`config.mk`:
```
export PLATFORM = sky130hd
export DESIGN_NAME = refresh_scheduler
export DESIGN_NICKNAME = d
export VERILOG_FILES = /design/src/rtl/refsch_pkg.sv /design/src/rtl/refsch_window_timer.sv /design/src/rtl/refsch_idle_filter.sv /design/src/rtl/refsch_busy_timer.sv /design/src/rtl/refresh_scheduler.sv
export SDC_FILE = /design/constraint.sdc
export NUM_CORES = 1
export LEC_CHECK = 0
export ABC_AREA = 1
export BUFFER_PORTS_ARGS = -buffer_cell sky130_fd_sc_hd__clkbuf_2
export CELL_PAD_IN_SITES_DETAIL_PLACEMENT = 1
export CELL_PAD_IN_SITES_GLOBAL_PLACEMENT = 1
export CORE_UTILIZATION = 46
export CTS_CLUSTER_SIZE = 28
export DETAILED_ROUTE_END_ITERATION = 7
export GPL_ROUTABILITY_DRIVEN = 1
export PLACE_DENSITY_LB_ADDON = 0.1
export SETUP_SLACK_MARGIN = 0.1
export SYNTH_ARGS = -nofsm -noshare
export SYNTH_HDL_FRONTEND = slang
export SYNTH_HIERARCHICAL = 1
export SYNTH_SLANG_ARGS = --single-unit
```
`constraint.sdc`:
```
create_clock -name clk -period 5.1 [get_ports clk]
set_input_delay 1.53 -clock clk [delete_from_list [all_inputs] [get_ports clk]]
set_output_delay 1.53 -clock clk [all_outputs]
set_load 0.02 [all_outputs]
```
`src/rtl/refsch_pkg.sv`:
```
package refsch_pkg;

  typedef enum logic [1:0] {
    CAUSE_NONE   = 2'd0,
    CAUSE_IDLE   = 2'd1,
    CAUSE_FORCED = 2'd2
  } ref_cause_e;

  function automatic int unsigned window_ticks(input int unsigned trefi,
                                               input int unsigned nref);
    return trefi * nref;
  endfunction

endpackage

```
`src/rtl/refsch_window_timer.sv`:
```
module refsch_window_timer #(
  parameter int unsigned TREFI_TICKS     = 780,
  parameter int unsigned REFS_PER_WINDOW = 8,
  localparam int unsigned WIN_TICKS      = refsch_pkg::window_ticks(TREFI_TICKS, REFS_PER_WINDOW),
  localparam int unsigned WLW            = $clog2(WIN_TICKS),
  localparam int unsigned IVW            = $clog2(TREFI_TICKS),
  localparam int unsigned SLW            = $clog2(REFS_PER_WINDOW)
) (
  input  logic           clk,
  input  logic           rst_n,
  input  logic           tick,
  output logic [WLW-1:0] ticks_left,
  output logic           win_wrap
);

  localparam logic [IVW-1:0] IVL_LAST  = IVW'(TREFI_TICKS - 1);
  localparam logic [SLW-1:0] SLOT_LAST = SLW'(REFS_PER_WINDOW - 1);

  logic [IVW-1:0] ivl_q, ivl_d;
  logic [SLW-1:0] slot_q, slot_d;
  logic           ivl_end;

  // count-down interval and slot counters
  always_comb begin
    ivl_end  = (ivl_q == '0);
    win_wrap = tick && ivl_end && (slot_q == '0);
    ivl_d    = ivl_q;
    slot_d   = slot_q;
    if (tick) begin
      if (ivl_end) begin
        ivl_d  = IVL_LAST;
        slot_d = (slot_q == '0) ? SLOT_LAST : slot_q - SLW'(1);
      end else begin
        ivl_d = ivl_q - IVW'(1);
      end
    end
  end

  always_ff @(posedge clk or negedge rst_n) begin
    if (!rst_n) begin
      ivl_q  <= IVL_LAST;
      slot_q <= SLOT_LAST;
    end else if (tick) begin
      ivl_q  <= ivl_d;
      slot_q <= slot_d;
    end
  end

  assign ticks_left = WLW'(slot_q) * WLW'(TREFI_TICKS) + WLW'(ivl_q);

endmodule

```
`src/rtl/refsch_idle_filter.sv`:
```
module refsch_idle_filter #(
  parameter int unsigned IDLE_W = 8
) (
  input  logic              clk,
  input  logic              rst_n,
  input  logic              queues_idle,
  input  logic [IDLE_W-1:0] idle_limit,
  output logic              idle_ok
);

  logic [IDLE_W-1:0] run_q, run_d;

  always_comb begin
    if (!queues_idle)
      run_d = '0;
    else if (&run_q)
      run_d = run_q;
    else
      run_d = run_q + IDLE_W'(1);
  end

  always_ff @(posedge clk or negedge rst_n) begin
    if (!rst_n)
      run_q <= '0;
    else
      run_q <= run_d;
  end

  assign idle_ok = queues_idle && (run_q >= idle_limit);

endmodule

```
`src/rtl/refsch_busy_timer.sv`:
```
module refsch_busy_timer #(
  parameter int unsigned TRFC_TICKS = 35,
  localparam int unsigned BSW       = $clog2(TRFC_TICKS + 1)
) (
  input  logic clk,
  input  logic rst_n,
  input  logic tick,
  input  logic start,
  output logic busy
);

  logic [BSW-1:0] cnt_q, cnt_d;
  logic           cnt_en;

  always_comb begin
    cnt_en = start || (tick && (cnt_q != '0));
    if (start)
      cnt_d = BSW'(TRFC_TICKS);
    else
      cnt_d = cnt_q - BSW'(1);
  end

  always_ff @(posedge clk or negedge rst_n) begin
    if (!rst_n)
      cnt_q <= '0;
    else if (cnt_en)
      cnt_q <= cnt_d;
  end

  assign busy = (cnt_q != '0);

endmodule

```
`src/rtl/refresh_scheduler.sv`:
```
module refresh_scheduler #(
  parameter int unsigned TREFI_TICKS     = 780,
  parameter int unsigned TRFC_TICKS      = 35,
  parameter int unsigned REFS_PER_WINDOW = 8,
  parameter int unsigned IDLE_W          = 8
) (
  input  logic              clk,
  input  logic              rst_n,
  input  logic              tick,
  input  logic              queues_idle,
  input  logic [IDLE_W-1:0] idle_limit,
  input  logic              ref_ack,
  output logic              ref_req,
  output logic              ref_urgent,
  output logic              rank_busy
);

  import refsch_pkg::*;

  localparam int unsigned WIN_TICKS = window_ticks(TREFI_TICKS, REFS_PER_WINDOW);
  localparam int unsigned WLW       = $clog2(WIN_TICKS);
  localparam int unsigned BW        = $clog2(REFS_PER_WINDOW + 1);
  localparam int unsigned CW        = $clog2(WIN_TICKS + (REFS_PER_WINDOW + 1) * TRFC_TICKS + 1);
  localparam logic [BW-1:0] FULL_BUDGET = BW'(REFS_PER_WINDOW);

  logic [WLW-1:0] ticks_left;
  logic           win_wrap;
  logic           idle_ok;
  logic           grant;
  logic [BW-1:0]  budget_q, budget_d;
  logic           budget_en;
  logic [CW-1:0]  urgent_thr;
  ref_cause_e     cause;

  refsch_window_timer #(
    .TREFI_TICKS    (TREFI_TICKS),
    .REFS_PER_WINDOW(REFS_PER_WINDOW)
  ) u_window (
    .clk       (clk),
    .rst_n     (rst_n),
    .tick      (tick),
    .ticks_left(ticks_left),
    .win_wrap  (win_wrap)
  );

  refsch_idle_filter #(
    .IDLE_W(IDLE_W)
  ) u_idle (
    .clk        (clk),
    .rst_n      (rst_n),
    .queues_idle(queues_idle),
    .idle_limit (idle_limit),
    .idle_ok    (idle_ok)
  );

  refsch_busy_timer #(
    .TRFC_TICKS(TRFC_TICKS)
  ) u_busy (
    .clk  (clk),
    .rst_n(rst_n),
    .tick (tick),
    .start(grant),
    .busy (rank_busy)
  );

  // urgency: the remaining budget plus one refresh of slack must fit in the window
  always_comb begin
    urgent_thr = (CW'(budget_q) + CW'(1)) * CW'(TRFC_TICKS);
    ref_urgent = (budget_q != '0) && (CW'(ticks_left) <= urgent_thr);
  end

  always_comb begin
    if (rank_busy || (budget_q == '0))
      cause = CAUSE_NONE;
    else if (ref_urgent)
      cause = CAUSE_FORCED;
    else if (idle_ok)
      cause = CAUSE_IDLE;
    else
      cause = CAUSE_NONE;
  end

  assign ref_req = (cause != CAUSE_NONE);
  assign grant   = ref_req && ref_ack;

  // budget: refill at the window boundary, spend one per issued refresh
  always_comb begin
    budget_en = win_wrap || grant;
    if (win_wrap)
      budget_d = FULL_BUDGET;
    else
      budget_d = budget_q - BW'(1);
  end

  always_ff @(posedge clk or negedge rst_n) begin
    if (!rst_n)
      budget_q <= FULL_BUDGET;
    else if (budget_en)
      budget_q <= budget_d;
  end

endmodule

```
# --- Word level (Yosys, flattened, before mapping) ---
# Index checks and enable logic that the tools add are counted.
totals:
  elab_cells: 43
  input_bits: 13
  ff_bits: 31
op_classes:
  reduce_logical: 17
  order_cmp: 2
  mul: 2
  mux: 9
  n_eq_ne: 1
  addsub: 7
op_table:
  columns: ["op", "n"]
  rows:
  - ["2-to-1 mux 8 bit", 2]
  - ["adder 13 x 10 -> 13 bit", 1]
  - ["less-or-equal comparator 13 x 11 -> 1 bit", 1]
  - ["multiplier 3 x 8 -> 11 bit, second input constant", 1]
  - ["multiplier 5 x 6 -> 11 bit, second input constant", 1]
  - ["logical NOT 10 bit", 1]
  - ["2-to-1 mux 10 bit", 1]
  - ["subtractor 10 x 1 -> 10 bit, second input constant", 1]
  - ["adder 8 x 1 -> 8 bit, second input constant", 1]
  - ["greater-or-equal comparator 8 bit", 1]
  - ["AND reduction 8 bit", 1]
  - ["logical AND 1 bit", 6]
  - ["2-to-1 mux 6 bit", 1]
  - ["nonzero test 6 bit", 1]
  - ["subtractor 6 x 1 -> 6 bit, second input constant", 1]
  - ["adder 4 x 1 -> 5 bit, second input constant", 1]
  - ["logical NOT 4 bit", 1]
  - ["2-to-1 mux 2 bit", 2]
  - ["2-to-1 mux 4 bit", 1]
  - ["nonzero test 4 bit", 1]
  - ["subtractor 4 x 1 -> 4 bit, second input constant", 1]
  - ["logical NOT 3 bit", 1]
  - ["logical OR 1 bit", 3]
  - ["2-to-1 mux 3 bit", 1]
  - ["5 further kinds", 5]

# --- Logic depth before layout (Yosys ltp) ---
logic_depth:
  ltp_word: 9
  depth_mapped: 28

# --- Cells and area by module ---
# The synthesis kept the hierarchy.
modules_own_cells:
  columns: ["mod", "cells_each", "seq_area_each_um2", "area_per_inst_um2", "n_inst"]
  rows:
  - ["refsch_window_timer", 183, 335.3, 1252.5, 1]
  - ["refresh_scheduler", 140, 101.3, 1011.0, 1]
  - ["refsch_idle_filter", 81, 200.2, 620.6, 1]
  - ["refsch_busy_timer", 49, 150.1, 394.1, 1]

# --- Worst setup path after synthesis ---
# OpenSTA, ideal clock, no wires.
synth_path:
  kind: "register to output"
  from: "reg budget_q[3]"
  to: "out ref_urgent"
  arrival_time_ns: 3.427
  path_stages_with_launch: 22
  t_required_ns: 3.570
  setup_slack_ns: 0.143
  cell_sequence: "dfstp_2 > inv_1 > nor2_1 > ha_1 > inv_1 > ha_1 > inv_1 > fa_1 > inv_1 > ha_1 > nand3_1 > nand2_1 > nand2_1 > a21oi_1 > xnor2_1 > ha_1 > nand3_1 > inv_1 > a21oi_1 > nand2_2 > a32o_1 > inv_1"
synth_between:
  elab_chain_cells: 4
  word_cells_on_any_way: 5
  classes_between: "1 x add/sub; 1 x mul; 1 x order compare; 2 x reduce/logical"
synth_lines:
  columns: ["item", "line", "text"]
  rows:
  - ["start, declared", "refresh_scheduler.sv:30", "logic [BW-1:0] budget_q, budget_d;"]
  - ["start signal, assigned", "refresh_scheduler.sv:99", "budget_q <= budget_d;"]
  - ["adder 4 x 1 -> 5 bit", "refresh_scheduler.sv:68", "urgent_thr = (CW'(budget_q) + CW'(1)) * CW'(TRFC_TICKS);"]
  - ["multiplier 5 x 6 -> 11 bit", "refresh_scheduler.sv:68", null]
  - ["less-or-equal comparator 13 x 11 -> 1 bit", "refresh_scheduler.sv:69", "ref_urgent = (budget_q != '0) && (CW'(ticks_left) <= urgent_thr);"]
  - ["logical AND 1 bit (*)", "refresh_scheduler.sv:69", null]
  - ["end, declared", "refresh_scheduler.sv:14", "output logic ref_urgent,"]
# Mark *: on every way between the ends. The rest lies on a longest branch, timed or not.

# --- Worst setup path after layout ---
layout_path:
  from: "reg budget_q[2]"
  to: "out ref_urgent"
# Same word-level chain as after synthesis.

==> summary.txt <==
Timing
  • Slew margin rel.: 44.95%
  • Fmax: 0.1780 GHz
  • Final hold slack: 0.5013 ns
  • Final hold violations: 0
  • Worst Tran Pin Value: 0.8258 ns
  • Post-route setup slack: -0.5167 ns
  • Minimum clock period: 5.617 ns
  • Pins Over Slew Limit: 0
  • Unrepaired setup endpoints after global routing: yes
  • Setup Viol. Count Final: 12
  • Final setup TNS: -4.881 ns
  • Clock skew: approximately 0.0023 ns
  • Final Cycle Share: 110.1%

Floorplan
  • Io pins: 16
  • Initial Utilization: 47.99%
  • Placeable Area: 6832 µm²
  • Die height: 86.42 µm
  • Die Width: 86.42 µm
  • FP Rows: 30
  • Total die area: 7468 µm²

Placed design
  • PortBufs: 15
  • DPL Wire Length: around 6.6 mm
  • GPL Wtd Cong: ~0.8

Clock network
  • CTS clk-pin slew, worst paths: 0.07 ns
  • CTS Buffer Depth: 2
  • Clk_lat worst skew: 0.27 ns
  • CTS Sinks: 31
  • Root buffer cell: clkbuf_8
  • Htree depth: 2
  • TritonCTS clock tree: done
  • CTS buffer count: 5

Logic synthesis
  • Synth top area cells: ha_1 (19%), dfrtp_1 (17%), nand2_1 (14%)
  • Largest family of logic cells by synthesized area: simple AND/OR/NAND/NOR gates
  • Asr flop ratio synth: 100.0%
  • Most frequent cell after synthesis: nand2_1
  • Sequential area share after synthesis: 24.01%
  • Syn_nets: 519
  • Yosys top cell area share: around a fifth
  • Top_reg_cell synth: dfrtp_1
  • Area leader, netlist: ha_1
  • Register bit total from synthesis: 31
  • Synth Area per Inst: ~7.2 µm²
  • Simple-gate share of the synthesized area: 33.28%
  • Synthesized-area fraction occupied by adder cells: 20.69%
  • Synth Area in XOR/XNOR: 4.771%
  • EDFF count, synth: 0
  • Mux share of post-synthesis cell area: 0%
  • Number of distinct library cells after synthesis: 38
  • Number of synthesis warnings: 6
  • Top cells by count, synth: nand2_1 (118), inv_1 (71), ha_1 (51)
  • Post-Synthesis Cells: 453
  • Mapped Area: 3278 µm²
  • Compound-cell area share of the yosys netlist: 6.260%

Global routing
  • Vias in the first global route: 3,418
  • GR Overflow Total: 0
  • Global Route Usage Sum: 26.66%
  • Largest net degree at the start of global routing: 32
  • Global-route wire length before repair: 15.48 mm
  • Antenna violations before repair: 0

Critical path
  • Endpoint type of the worst setup path: output port
  • Critical Path Slowest Stage Cell: dfrtp_1
  • Crit path largest cell delay: 0.42 ns
  • Worst r2r src: budget_q[2]$_DFFE_PN0P_
  • R2R setup slack: -0.44 ns
  • Worst r2r dst: u_busy/cnt_q[4]$_DFFE_PN0P_
  • Crit path DAT: 4.09 ns
  • Worst Path Required: 3.57 ns
  • Worst-path maximum fanout: 3
  • Crit-path most repeated cell: nand2_1
  • Worst setup SP type: flop
  • Worst Setup Path Type: reg2out
  • Worst reg2reg path depth: 40
  • Cell chain of the critical path: nand3_2 > xor2_4 > buf_6 > nor3_2 > ha_4 > inv_2 > fa_2 > inv_2 > ha_4 > nand2_1 > nand2_1 > nand2_1 > nand2_2 > xor2_1 > ha_1 > nand2_1 > inv_2 > nand3_2 > inv_1 > nand4_1 > a32o_1 > inv_1 > clkbuf_8

Route
  • Detailed Route Iter0 Violations: 107
  • DRT Pass-1 Iters: 4
  • Routed wire length: between 10 and 15 mm
  • DR vias: 3,280
  • DRC viols: 0
  • Routed len/inst: 17.55 µm
  • Post-DRT Antenna Nets: 0
  • Via/cell ratio: 5.413

Hold path
  • Worst Hold Depth: 2
  • Hold Path End: u_busy/cnt_q[0]$_DFFE_PN0P_
  • HP Class: reg2reg
  • Hold_sp: u_busy/cnt_q[0]$_DFFE_PN0P_

Outcome
  • Status: complete, but fails checks
  • Violated checks: setup timing

Final layout
  • Synthesis-to-finish area growth: 25.76%
  • Filler cell count: 890
  • Share of cells above drive strength 1: 30.00%
  • Final nets: 575
  • Footprint of the multi-input gates: 2400 µm²
  • FF/Latch Area: 787.0 µm²
  • ANT cells: 0

Run
  • Max Cap Viol: 0

Pwr
  • Power per cell area: between 400 and 500 nW/µm²
  • Leak pwr: 2.220 nW
  • Max VDD drop: 0.0002383 V
[state kept, by name, summed over array words and instances, names as in the netlist]
signal	flops
u_window/ivl_q	10
u_busy/cnt_q	6
u_window/slot_q	3
budget_q	4
u_idle/run_q	8
[critical path, delay by kind of cell (launching register included)]
family / cells / cell delay, ns
buf+inv: 7 / 0.63
xor+xnor: 2 / 0.37
compound gates: 1 / 0.28
fa+ha+maj: 4 / 1.06
flops: 1 / 0.42
simple gates: 9 / 1.05
[final cells by class]
class / count / share of cell area (%)
clock buffers: 8 / 2.428
repair buffers: 54 / 9.530
inverters: 80 / 7.830
flip-flops and latches: 31 / 19.09
multi-input cells: 337 / 58.21
well taps: 96 / 2.914
[placed cells by master (no fill, tap or decap), drive strengths merged]
cell type / n
a21oi: 16
or2: 1
nand2: 124
nand3b: 1
fa: 2
ha: 51
a2bb2oi: 1
inv: 78
nor3: 3
a32o: 1
o21ai: 11
clkbuf: 23
a21o: 2
xnor2: 6
buf: 39
dfrtp: 22
xor2: 11
dfstp: 9
a31oi: 1
clkinv: 2
nor2: 47
a22oi: 1
nand4: 12
nand2b: 1
nand3: 45
[power breakdown]
part	internal (mW)	total, mW	switching (mW)
sequential	0.326	0.420	0.0942
combinational	0.464	1.05	0.590
clock	0.123	0.215	0.0920
[cells by family (layout without fill, tap and decap cells)]
kind of cell	Yosys count	count (layout)
AO/OA/AOI/OAI	33	33
XOR/XNOR	17	17
buffers and inverters	85	142
adder cells (fa/ha/maj)	53	53
AND/OR/NAND/NOR	234	234
flip-flops	31	31
[stage by stage]
| stage | cell area, µm² | setup WS, ns | util [%] | instances | total power [mW] |
|---|---|---|---|---|---|
| 4_1_cts | 3935 | -0.1863 | 57.60 | 603 | 1.528 |
| 6_report | 4123 | -0.5167 | 60.35 | 606 | 1.689 |
| 3_5_place_dp | 3563 | -0.2099 | 52.16 | 577 | 1.130 |
| 2_1_floorplan | 3278 | 0.1435 | - | 453 | 0.9233 |
| 5_1_grt | 4123 | -0.6476 | 60.35 | 606 | 1.818 |
| 3_3_place_gp | 3563 | -0.07899 | 52.16 | 577 | 1.090 |
[repair_timing]
action,in CTS,in global routing
pin swaps,9,21
setup endpoints to repair,2,12
gates resized for setup,29,34
hold buffers,0,0
setup buffers,18,3
[metal layers]
layer  global-route usage, %  vias up  part of all wire [%]
li1                        -     1547                     -
met1                   29.50     1596                    39
met2                   51.01       87                    53
met3                   3.238       50                   2.8
met4                   11.36        0                   4.9
met5                       0        -                     0
[worst max-delay path by stage]
stage	from	endpoint	slack [ns]	depth (start not counted)
after floorplan	budget_q[3]$_DFFE_PN1P_	ref_urgent	0.14	21
after global placement	u_window/slot_q[1]$_DFFE_PN1P_	ref_urgent	-0.08	23
after detailed placement	u_window/slot_q[1]$_DFFE_PN1P_	ref_urgent	-0.21	23
after CTS	budget_q[3]$_DFFE_PN1P_	ref_urgent	-0.19	23
after global routing	budget_q[2]$_DFFE_PN0P_	ref_urgent	-0.65	23
final	budget_q[2]$_DFFE_PN0P_	ref_urgent	-0.52	23
Note: power is estimated with default switching activity, not from simulation.
